## config.mk

```make
export PLATFORM = sky130hd
export DESIGN_NAME = smb_ptr_slave
export DESIGN_NICKNAME = d
export VERILOG_FILES = /design/src/rtl/smb_ptr_pkg.sv /design/src/rtl/smb_ptr_sync.sv /design/src/rtl/smb_ptr_cond.sv /design/src/rtl/smb_ptr_regs.sv /design/src/rtl/smb_ptr_fsm.sv /design/src/rtl/smb_ptr_slave.sv
export SDC_FILE = /design/constraint.sdc
export NUM_CORES = 1
export LEC_CHECK = 0
export ABC_CLOCK_PERIOD_IN_PS = 3100
export BUFFER_PORTS_ARGS = -buffer_cell sky130_fd_sc_hd__buf_2
export CORE_AREA = 2 2 143 145
export DETAILED_ROUTE_END_ITERATION = 10
export DIE_AREA = 0 0 145 147
export HOLD_SLACK_MARGIN = 0.1
export PLACE_DENSITY_LB_ADDON = 0.12
export SLEW_MARGIN = 20
export SYNTH_ARGS = -nofsm -noshare
export SYNTH_HDL_FRONTEND = slang
export SYNTH_SLANG_ARGS = --single-unit
export TNS_END_PERCENT = 10
```

## constraint.sdc

```tcl
create_clock -name clk_i -period 3.1 [get_ports clk_i]
set_clock_uncertainty 0.1 [all_clocks]
set_input_delay 0.31 -clock clk_i [delete_from_list [all_inputs] [get_ports clk_i]]
set_output_delay 0.31 -clock clk_i [all_outputs]
set_load 0.05 [all_outputs]
```

## src/rtl/smb_ptr_pkg.sv

```systemverilog
package smb_ptr_pkg;
  typedef enum logic [2:0] {
    ST_IDLE, ST_RX, ST_ACK, ST_TX, ST_MACK, ST_IGNORE
  } st_e;

  typedef enum logic [1:0] {
    BY_ADDR, BY_PTR, BY_DATA, BY_EXTRA
  } byte_e;
endpackage

```

## src/rtl/smb_ptr_sync.sv

```systemverilog
module smb_ptr_sync #(
  parameter int STAGES = 2
) (
  input  logic clk_i,
  input  logic rst_ni,
  input  logic d_i,
  output logic q_o
);
  logic [STAGES-1:0] chain_q;

  always_ff @(posedge clk_i or negedge rst_ni) begin
    if (!rst_ni) chain_q <= '1;  // idle bus is high
    else         chain_q <= {chain_q[STAGES-2:0], d_i};
  end

  assign q_o = chain_q[STAGES-1];
endmodule

```

## src/rtl/smb_ptr_cond.sv

```systemverilog
module smb_ptr_cond (
  input  logic clk_i,
  input  logic rst_ni,
  input  logic scl_s_i,
  input  logic sda_s_i,
  output logic scl_rise_o,
  output logic scl_fall_o,
  output logic start_o,
  output logic stop_o
);
  logic scl_d, sda_d;

  always_ff @(posedge clk_i or negedge rst_ni) begin
    if (!rst_ni) begin
      scl_d <= 1'b1;
      sda_d <= 1'b1;
    end else begin
      scl_d <= scl_s_i;
      sda_d <= sda_s_i;
    end
  end

  assign scl_rise_o = scl_s_i & ~scl_d;
  assign scl_fall_o = ~scl_s_i & scl_d;
  assign start_o    = scl_s_i & scl_d & sda_d & ~sda_s_i;
  assign stop_o     = scl_s_i & scl_d & ~sda_d & sda_s_i;

  AST_NO_START_STOP_TOGETHER: assert property (@(posedge clk_i) disable iff (!rst_ni)
    !(start_o && stop_o));
endmodule

```

## src/rtl/smb_ptr_regs.sv

```systemverilog
module smb_ptr_regs #(
  parameter int NUM_REGS = 12,
  parameter int PTR_W    = 8,
  parameter int DATA_W   = 8
) (
  input  logic              clk_i,
  input  logic              rst_ni,
  input  logic              we_i,
  input  logic [PTR_W-1:0]  addr_i,
  input  logic [DATA_W-1:0] wdata_i,
  output logic [DATA_W-1:0] rdata_o
);
  localparam int IDX_W = (NUM_REGS > 1) ? $clog2(NUM_REGS) : 1;

  logic [DATA_W-1:0] mem_q [NUM_REGS];
  logic              in_range;

  assign in_range = ({1'b0, addr_i} < (PTR_W+1)'(NUM_REGS));

  for (genvar i = 0; i < NUM_REGS; i++) begin : g_reg
    always_ff @(posedge clk_i or negedge rst_ni) begin
      if (!rst_ni)                                   mem_q[i] <= '0;
      else if (we_i && addr_i == PTR_W'(i))          mem_q[i] <= wdata_i;
    end
  end

  always_comb begin
    rdata_o = '0;
    if (in_range) rdata_o = mem_q[addr_i[IDX_W-1:0]];
  end
endmodule

```

## src/rtl/smb_ptr_fsm.sv

```systemverilog
module smb_ptr_fsm
  import smb_ptr_pkg::*;
#(
  parameter logic [4:0] DEV_BASE = 5'b01011,
  parameter int         PTR_W    = 8
) (
  input  logic             clk_i,
  input  logic             rst_ni,
  input  logic             scl_s_i,
  input  logic             sda_s_i,
  input  logic             scl_rise_i,
  input  logic             scl_fall_i,
  input  logic             start_i,
  input  logic             stop_i,
  input  logic [1:0]       addr_sel_i,
  input  logic [7:0]       rdata_i,
  output logic             sda_oe_o,
  output logic [PTR_W-1:0] ptr_o,
  output logic             wr_stb_o,
  output logic [7:0]       wr_data_o,
  output logic             rd_stb_o
);
  st_e             st_q;
  byte_e           kind_q;
  logic [2:0]      bitcnt_q;
  logic            full_q;
  logic [7:0]      sh_q;
  logic            rd_mode_q;
  logic            oe_q;
  logic [PTR_W-1:0] ptr_q;
  logic            wr_stb_q, rd_stb_q;
  logic [7:0]      wr_data_q;

  always_ff @(posedge clk_i or negedge rst_ni) begin
    if (!rst_ni) begin
      st_q      <= ST_IDLE;
      kind_q    <= BY_ADDR;
      bitcnt_q  <= '0;
      full_q    <= 1'b0;
      sh_q      <= '0;
      rd_mode_q <= 1'b0;
      oe_q      <= 1'b0;
      ptr_q     <= '0;
      wr_stb_q  <= 1'b0;
      rd_stb_q  <= 1'b0;
      wr_data_q <= '0;
    end else begin
      wr_stb_q <= 1'b0;
      rd_stb_q <= 1'b0;
      if (start_i) begin
        st_q     <= ST_RX;
        kind_q   <= BY_ADDR;
        bitcnt_q <= '0;
        full_q   <= 1'b0;
        oe_q     <= 1'b0;
      end else if (stop_i) begin
        st_q <= ST_IDLE;
        oe_q <= 1'b0;
      end else begin
        unique case (st_q)
          ST_RX: begin
            if (scl_rise_i) begin
              sh_q     <= {sh_q[6:0], sda_s_i};
              bitcnt_q <= bitcnt_q + 3'd1;
              if (bitcnt_q == 3'd7) full_q <= 1'b1;
            end else if (scl_fall_i && full_q) begin
              full_q <= 1'b0;
              unique case (kind_q)
                BY_ADDR: begin
                  if (sh_q[7:1] == {DEV_BASE, addr_sel_i}) begin
                    oe_q      <= 1'b1;
                    rd_mode_q <= sh_q[0];
                    kind_q    <= BY_PTR;
                    st_q      <= ST_ACK;
                  end else begin
                    st_q <= ST_IGNORE;
                  end
                end
                BY_PTR: begin
                  ptr_q  <= sh_q[PTR_W-1:0];
                  oe_q   <= 1'b1;
                  kind_q <= BY_DATA;
                  st_q   <= ST_ACK;
                end
                BY_DATA: begin
                  wr_stb_q  <= 1'b1;
                  wr_data_q <= sh_q;
                  oe_q      <= 1'b1;
                  kind_q    <= BY_EXTRA;
                  st_q      <= ST_ACK;
                end
                default: st_q <= ST_IGNORE;  // surplus byte: no ack
              endcase
            end
          end
          ST_ACK: begin
            if (scl_fall_i) begin
              bitcnt_q <= '0;
              if (rd_mode_q) begin
                sh_q     <= rdata_i;
                rd_stb_q <= 1'b1;
                oe_q     <= ~rdata_i[7];
                st_q     <= ST_TX;
              end else begin
                oe_q <= 1'b0;
                st_q <= ST_RX;
              end
            end
          end
          ST_TX: begin
            if (scl_fall_i) begin
              if (bitcnt_q == 3'd7) begin
                oe_q <= 1'b0;
                st_q <= ST_MACK;
              end else begin
                oe_q     <= ~sh_q[6];
                sh_q     <= {sh_q[6:0], 1'b0};
                bitcnt_q <= bitcnt_q + 3'd1;
              end
            end
          end
          ST_MACK: if (scl_rise_i) st_q <= ST_IGNORE;  // one byte per read
          default: ;
        endcase
      end
    end
  end

  assign sda_oe_o  = oe_q;
  assign ptr_o     = ptr_q;
  assign wr_stb_o  = wr_stb_q;
  assign wr_data_o = wr_data_q;
  assign rd_stb_o  = rd_stb_q;

  AST_OE_SCL_LOW: assert property (@(posedge clk_i) disable iff (!rst_ni)
    (oe_q != $past(oe_q)) |-> !scl_s_i);
  AST_START_RELEASES: assert property (@(posedge clk_i) disable iff (!rst_ni)
    (start_i || stop_i) |=> !oe_q);
  AST_WRITE_ACKED: assert property (@(posedge clk_i) disable iff (!rst_ni)
    wr_stb_q |-> oe_q);
  AST_STROBES_EXCL: assert property (@(posedge clk_i) disable iff (!rst_ni)
    !(wr_stb_q && rd_stb_q));
  AST_IGNORE_SILENT: assert property (@(posedge clk_i) disable iff (!rst_ni)
    (st_q == ST_IGNORE && $past(st_q) == ST_IGNORE) |-> (!oe_q && !wr_stb_q));
  AST_MACK_RELEASED: assert property (@(posedge clk_i) disable iff (!rst_ni)
    (st_q == ST_MACK) |-> !oe_q);
endmodule

```

## src/rtl/smb_ptr_slave.sv

```systemverilog
module smb_ptr_slave #(
  parameter logic [4:0] DEV_BASE    = 5'b01011,
  parameter int         NUM_REGS    = 12,
  parameter int         SYNC_STAGES = 2
) (
  input  logic       clk_i,
  input  logic       rst_ni,
  input  logic       scl_i,
  input  logic       sda_i,
  input  logic [1:0] addr_sel_i,
  output logic       sda_oe_o,
  output logic       wr_stb_o,
  output logic       rd_stb_o,
  output logic [7:0] reg_sel_o,
  output logic [7:0] wr_data_o
);
  localparam int PTR_W = 8;

  logic scl_s, sda_s, scl_rise, scl_fall, start, stop;
  logic [7:0] rdata;

  smb_ptr_sync #(.STAGES(SYNC_STAGES)) u_sync_scl (
    .clk_i(clk_i), .rst_ni(rst_ni), .d_i(scl_i), .q_o(scl_s));
  smb_ptr_sync #(.STAGES(SYNC_STAGES)) u_sync_sda (
    .clk_i(clk_i), .rst_ni(rst_ni), .d_i(sda_i), .q_o(sda_s));

  smb_ptr_cond u_cond (
    .clk_i(clk_i), .rst_ni(rst_ni), .scl_s_i(scl_s), .sda_s_i(sda_s),
    .scl_rise_o(scl_rise), .scl_fall_o(scl_fall), .start_o(start), .stop_o(stop));

  smb_ptr_fsm #(.DEV_BASE(DEV_BASE), .PTR_W(PTR_W)) u_fsm (
    .clk_i(clk_i), .rst_ni(rst_ni), .scl_s_i(scl_s), .sda_s_i(sda_s),
    .scl_rise_i(scl_rise), .scl_fall_i(scl_fall), .start_i(start), .stop_i(stop),
    .addr_sel_i(addr_sel_i), .rdata_i(rdata), .sda_oe_o(sda_oe_o),
    .ptr_o(reg_sel_o), .wr_stb_o(wr_stb_o), .wr_data_o(wr_data_o),
    .rd_stb_o(rd_stb_o));

  smb_ptr_regs #(.NUM_REGS(NUM_REGS), .PTR_W(PTR_W), .DATA_W(8)) u_regs (
    .clk_i(clk_i), .rst_ni(rst_ni), .we_i(wr_stb_o), .addr_i(reg_sel_o),
    .wdata_i(wr_data_o), .rdata_o(rdata));
endmodule

```

=== Word-level counts from Yosys, hierarchy flattened ===
Cells that the tools add are included.

* Word-level logic and storage cells: 184
* Bits in registers: 139
* Input bits: 6

* Magnitude comparators: 2
* Bitwise logic cells: 17
* Muxes and demuxes: 64
* Add/subtract/negate cells: 1
* Eq/ne operators: 40
* Reduce and logical (&&, ||, !) cells: 33

{| class="wikitable"
|+ Operator list
! cell !! count
|-
| $mux W8 || 8
|-
| $mux W3 || 15
|-
| $bmux W8 S4 || 1
|-
| $eq A8 B3 Y1 const B || 4
|-
| $eq A8 B4 Y1 const B || 4
|-
| $mux W1 || 26
|-
| $pmux W8 S3 || 1
|-
| $reduce_and A6 Y1 || 4
|-
| $reduce_and A7 Y1 || 3
|-
| $eq A8 B2 Y1 const B || 2
|-
| $ne A4 B3 Y1 const B || 4
|-
| $mux W2 || 7
|-
| $logic_and A1 B1 Y1 || 13
|-
| $pmux W3 S4 || 1
|-
| $ne A5 B4 Y1 const B || 2
|-
| $ne A3 B2 Y1 const B || 3
|-
| $not A1 Y1 || 9
|-
| $pmux W3 S3 || 1
|-
| $eq A8 B1 Y1 const B || 1
|-
| $logic_not A8 Y1 || 1
|-
| $lt A8 B4 Y1 const B || 1
|-
| $ne A2 B1 Y1 const B || 4
|-
| $ne A4 B4 Y1 const B || 2
|-
| $reduce_and A8 Y1 || 1
|-
| 25 further kinds || 39
|}

=== Longest topological paths before layout ===
* Depth in word-level cells: 11
* Mapped depth: 8
* Mapped depth without buffers: 7

=== Modules after synthesis ===
A second synthesis with hierarchy kept.

* Cell total of the unflattened synthesis: 465
* Area total of the unflattened synthesis: 6602.6 um^2

{| class="wikitable"
|+ By module, submodules not included
! module !! area an instance (um^2) !! cells an instance !! times used
|-
| smb_ptr_regs || 4549.4 || 280 || 1
|-
| smb_ptr_fsm || 1863.0 || 175 || 1
|-
| smb_ptr_sync || 52.6 || 2 || 2
|-
| smb_ptr_cond || 85.1 || 6 || 1
|}

=== Worst setup path after synthesis ===
Ideal clock, no wire load.

* Path kind: register to register
* Start: register u_fsm.ptr_q[7] (netlist: u_fsm.ptr_o[7])
* End: register u_regs.mem_q[10] (netlist name)
* Path buffers: 0
* Slack: 0.686 ns
* Library setup time: 0.125 ns
* Data arrival time: 2.190 ns
* Stages on the path, launching flop included: 6
* Cell sequence: dfrtp_1 or4_4 nor3b_2 nand2_1 nor2_2 mux2_2

* Longest elaborated chain between the ends: 2

{| class="wikitable"
|+ RTL lines
! what !! line !! source
|-
| from (decl) || smb_ptr_fsm.sv:30 || <nowiki>logic [PTR_W-1:0] ptr_q;</nowiki>
|-
| from (signal assigned) || smb_ptr_fsm.sv:80 || <nowiki>ptr_q <= sh_q[PTR_W-1:0];</nowiki>
|-
| $eq A8 B4 Y1 || smb_ptr_regs.sv:23 || <nowiki>else if (we_i && addr_i == PTR_W'(i)) mem_q[i] <= wdata_i;</nowiki>
|-
| $logic_and A1 B1 Y1 || smb_ptr_regs.sv:23 ||
|-
| to (signal, indexed assignment) || smb_ptr_regs.sv:23 ||
|-
| to (decl) || smb_ptr_regs.sv:15 || <nowiki>logic [DATA_W-1:0] mem_q [NUM_REGS];</nowiki>
|}

Every way passes these cells.
A chain may end at the register's enable or synchronous reset.

=== Worst setup path in the final report ===
* Start: register u_fsm.ptr_q[7] (netlist: u_fsm.ptr_o[7])
* End: register u_regs.mem_q[15] (netlist name)

The elaborated chain is that of the path after synthesis.

==> results by stage <==
Setup path:
- Data on the critical path arrives at its endpoint at 2.69 ns.
- The number of buffers and inverters on the critical path is 0.
- The number of cells on the worst reg-to-reg path is 5.
- On the worst path, the slowest cell contributes a delay of 0.59 ns.
- STA classifies the critical path startpoint as a flip-flop.
- Traced cell by cell, the critical path runs through or4_4 -> nor3b_2 -> nand2_1 -> nor2_2 -> mux2_2.
- The worst register-to-register path begins at u_fsm.ptr_o[7].
- In this run the register-to-register setup slack is 0.61 ns.
- On the critical path the largest part of the delay comes from simple AND/OR/NAND/NOR gates.
- The slowest stage of the critical path is the sky130_fd_sc_hd__or4_4 cell.
- The kind of critical path is flip-flop to flip-flop.
- The capture instance of the worst register-to-register path is u_regs.mem_q[15].
- The element type at the critical path end is a flip-flop.
- At the worst endpoint, the required time is 3.30 ns.
- In this run the worst path has a maximum fanout of 8.

Placement:
- The count of port buffers added during placement is 24.
- The wire-length estimate of the detail-placed layout is 10620 um.
- The final weighted congestion of routability-driven global placement is 0.8264.

Power and ir drop:
- The internal power is 3.421 mW.
- The reported net switching power is 1.132 mW.
- The worst ir drop on vdd is 0.2994 mV.
- The relative contribution of the clock network to total power is 46.8%.
- The reported leakage power is 3.560 nW.
- For this design the ratio of total power to cell area is 589.0 nW/um^2.
- The share of total power dissipated in sequential elements is 45.0%.
- The total chip power is 4.554 mW.
- The net switching fraction of the power is 24.87%.
- In this run, the combinational gates consume 8.2% of the power.

Worst hold path:
- The endpoint of the worst hold path is u_sync_scl.chain_q[1].
- The critical hold path startpoint is u_sync_scl.chain_q[0].
- The hold path depth is 0.
- The tightest min-delay check is of the flip-flop to flip-flop type.

Run:
- The tool flagged a number of max-cap violations equal to 0.

Synthesis:
- The mean instance size in the synthesized netlist is 13.73 um^2.
- In this run, synthesis inferred 0 flip-flops with an integrated enable.
- In the synthesized netlist the dominant register cell turns out to be sky130_fd_sc_hd__dfrtp_1.
- Synthesis produced a netlist whose cell count is 481.
- The sequential fraction of the synthesis area is 52.77%.
- The proportion of register bits with asynchronous set or reset after synthesis is 100.0%.
- The synthesis-stage register bit count is 139.
- The number of different library cells in the post-synthesis netlist is 50.
- The count of synthesis-stage warnings from yosys is 0.
- The number of nets handed over by synthesis was 494.
- In this run the cell area of the synthesized design comes to 6606 um^2.

Drt:
- The first-pass iteration count of the detailed router is 6.
- The number of vias after detailed routing is 4130.
- In the routed design, unresolved DRC markers number 0.
- After detailed routing, the number of vias per cell comes to 5.202.
- The count of routing violations after the opening detailed-route iteration is 351.
- The remaining antenna violation count is 0.
- The wire length per cell is 20.17 um.
- The detailed-route wire length is 16020 um.

Floorplan:
- The die width is 145 um.
- For this configuration, the core starts out at a cell density of 33.29%.
- The floorplan step defined a die boundary enclosing 21320 um^2.
- The floorplan has 52 rows.
- The core outline area is 19840 um^2.
- The top-level I/O count is 25.
- In this run the vertical extent of the chip is 147 um.

Clocking:
- The clock root buffer is sky130_fd_sc_hd__clkbuf_16.
- The register clock-pin slew on the reported worst setup and hold paths is 0.06 ns.
- The TritonCTS clock tree is done.
- The H-tree was split into 4 levels.
- Clock tree synthesis found a total of 139 sinks.
- The insertion delay of the later-clocked pin in the worst-skew pair is 0.42 ns.
- The clock passes through at most 2 buffers.
- The number of clock buffers inserted by TritonCTS is 17.

Global route:
- The via count of the first global-routing pass is 4227.
- The highest-utilization routing layer at the global route stage is met2.
- The number of antenna violations at the first check in global routing was 0.
- The wire length of the first global-routing pass is 25760 um.
- Global routing used 16.02% of the available tracks across all layers.
- The fraction of met1 tracks used by global routing is 23.19%.
- The residual overflow from global routing is 0.
- The global routing met3 resource utilization is 3.540%.
- Entering global routing, the biggest net connects 78 pins.
- The global routing met2 resource utilization is 23.69%.

Timing:
- The maximum clock frequency is 0.4021 GHz.
- The hold violation count in the final report is 0.
- The worst slew margin relative to its limit is 48.91%.
- For the pin with the worst max-slew slack, the measured transition is 0.7664 ns.
- Setup repair after global routing left no endpoint under its margin.
- The share of the cycle needed by the critical path after routing is 80.22%.
- The number of endpoints failing setup at the final stage is 0.
- The final count of pins violating max slew was 0.
- The final critical delay including setup and external delays is 2.487 ns.
- Summed over all failing endpoints, the final setup total negative slack is 0 ns.

Layout:
- Counting the fill cells in the layout gives 1887.
- The flip-flop and latch area is 3487 um^2.
- The number of antenna diodes is 0.
- The count of nets after finishing is 526.
- The fraction of layout instances using a drive strength above 1 is 45.42%.
- The area growth from synthesis to layout is 17.03%.
- The area of combinational cells with multiple inputs is 2974 um^2.

Run status:
- The flow ran to the end, and the final reports show no timing, DRC or antenna violations.
==> synth_stat cells, types with 4 or more instances <==
| cell | instances | share of area (%) |
|---|---|---|
| sky130_fd_sc_hd__and3_1 | 4 | 0.38 |
| sky130_fd_sc_hd__mux2_2 | 119 | 20 |
| sky130_fd_sc_hd__nand3_1 | 4 | 0.30 |
| sky130_fd_sc_hd__mux4_2 | 24 | 8.2 |
| sky130_fd_sc_hd__o21ai_0 | 16 | 1.2 |
| sky130_fd_sc_hd__buf_2 | 12 | 0.91 |
| sky130_fd_sc_hd__a41oi_1 | 9 | 1.2 |
| sky130_fd_sc_hd__inv_1 | 6 | 0.34 |
| sky130_fd_sc_hd__dfstp_2 | 6 | 2.4 |
| sky130_fd_sc_hd__a21oi_1 | 10 | 0.76 |
| sky130_fd_sc_hd__dfrtp_1 | 133 | 50 |
| sky130_fd_sc_hd__nand2b_1 | 5 | 0.47 |
| sky130_fd_sc_hd__clkbuf_1 | 18 | 1.0 |
| sky130_fd_sc_hd__nand2_1 | 25 | 1.4 |
| sky130_fd_sc_hd__nand4_1 | 8 | 0.76 |
| sky130_fd_sc_hd__nor2b_1 | 8 | 0.76 |
| sky130_fd_sc_hd__nor2_1 | 17 | 0.97 |
| sky130_fd_sc_hd__ha_1 | 7 | 1.3 |
==> flip-flops by register name, summed over array words and instances, names as in the netlist <==
register	count
u_regs.mem_q	96
u_fsm.ptr_o	8
u_fsm.sh_q	8
u_fsm.wr_data_o	8
u_fsm.bitcnt_q	3
u_fsm.st_q	3
u_fsm.kind_q	2
u_sync_scl.chain_q	2
u_sync_sda.chain_q	2
u_cond.scl_d	1
u_cond.sda_d	1
u_fsm.full_q	1
u_fsm.rd_mode_q	1
u_fsm.rd_stb_o	1
u_fsm.sda_oe_o	1
u_fsm.wr_stb_o	1
==> power groups by stage <==
stage	logic (mW)	clock network [mW]	registers, mW
after floorplan	0.252	0	2.04
after global placement	0.363	0	2.08
after detailed placement	0.371	0	2.08
after CTS	0.377	2.18	2.05
after global routing	0.429	2.27	2.07
final	0.374	2.13	2.05
==> cells by family after synthesis <==
family          Yosys count  share of synthesized area [%]
compound gates           51                          5.360
fa+ha+maj                 7                          1.326
xor+xnor                  3                         0.3978
simple gates             97                          8.674
buf+inv                  37                          2.386
flops                   139                          52.77
mux                     147                          29.09
==> worst register-to-register path, cell delays in order, from the launching register on <==
cell and delay (ns):
sky130_fd_sc_hd__dfrtp_1 0.41, sky130_fd_sc_hd__or4_4 0.59, sky130_fd_sc_hd__nor3b_2 0.28, sky130_fd_sc_hd__nand2_1 0.16
sky130_fd_sc_hd__nor2_2 0.45, sky130_fd_sc_hd__mux2_2 0.39
==> area by class of cell <==
cell class              instances  share of cell area, %
flip-flops and latches        139                  45.10
multi-input cells             305                  38.47
clock buffers                  18                  5.681
well taps                     270                  4.370
repair buffers                 44                  3.836
clock inverters                12                  2.250
inverters                       6                 0.2913
==> timing repair <==
action / 4_1_cts / 5_1_grt
gates resized for setup: 0 / 0
setup endpoints to repair: 0 / 0
buffers inserted: 0 / 0
hold endpoints to repair: 72 / 0
hold buffers: 3 / 0
==> layout by cell type, fill, tap and decap left out, types with 5 or more instances in the layout <==
cell type,count
sky130_fd_sc_hd__nand4_1,8
sky130_fd_sc_hd__a41oi_1,9
sky130_fd_sc_hd__mux2_2,119
sky130_fd_sc_hd__o21ai_0,16
sky130_fd_sc_hd__nor2_1,17
sky130_fd_sc_hd__nor2b_1,8
sky130_fd_sc_hd__inv_1,6
sky130_fd_sc_hd__buf_4,16
sky130_fd_sc_hd__ha_1,7
sky130_fd_sc_hd__a21oi_1,10
sky130_fd_sc_hd__nand2b_1,5
sky130_fd_sc_hd__buf_2,23
sky130_fd_sc_hd__mux4_2,24
sky130_fd_sc_hd__clkbuf_16,17
sky130_fd_sc_hd__dfstp_2,6
sky130_fd_sc_hd__nand2_1,25
sky130_fd_sc_hd__dfrtp_1,132
==> routing by layer <==
metal	part of all wire [%]	up-vias
li1	-	1856
met1	48	2171
met2	45	86
met3	4.9	17
met4	1.7	0
met5	0	-
==> how the worst max path moves through the flow <==
stage / from / cells past startpoint / to
finish: u_fsm.ptr_o[7] / 5 / u_regs.mem_q[15]
CTS: u_fsm.ptr_o[7] / 5 / u_regs.mem_q[15]
global route: u_fsm.st_q[2] / 4 / u_fsm.wr_data_o[7]
detailed placement: u_fsm.ptr_o[7] / 5 / u_regs.mem_q[15]
global placement: u_fsm.ptr_o[7] / 5 / u_regs.mem_q[8]
floorplan: u_fsm.ptr_o[7] / 5 / u_regs.mem_q[10]
==> per-stage QoR <==
| stage | worst slack (ns) | hold WS, ns | utilization, % | cell area, um^2 | instances |
|---|---|---|---|---|---|
| floorplan | 0.6856 | -0.08559 | - | 6606 | 481 |
| global placement | 0.6457 | 0.2458 | 35.72 | 7088 | 761 |
| detailed placement | 0.6030 | 0.2472 | 35.72 | 7088 | 761 |
| CTS | 0.5858 | 0.2521 | 38.96 | 7731 | 794 |
| global route | 0.4464 | 0.2589 | 38.96 | 7731 | 794 |
| finish | 0.6133 | 0.2513 | 38.96 | 7731 | 794 |
Power figures use the tool's default switching activity.
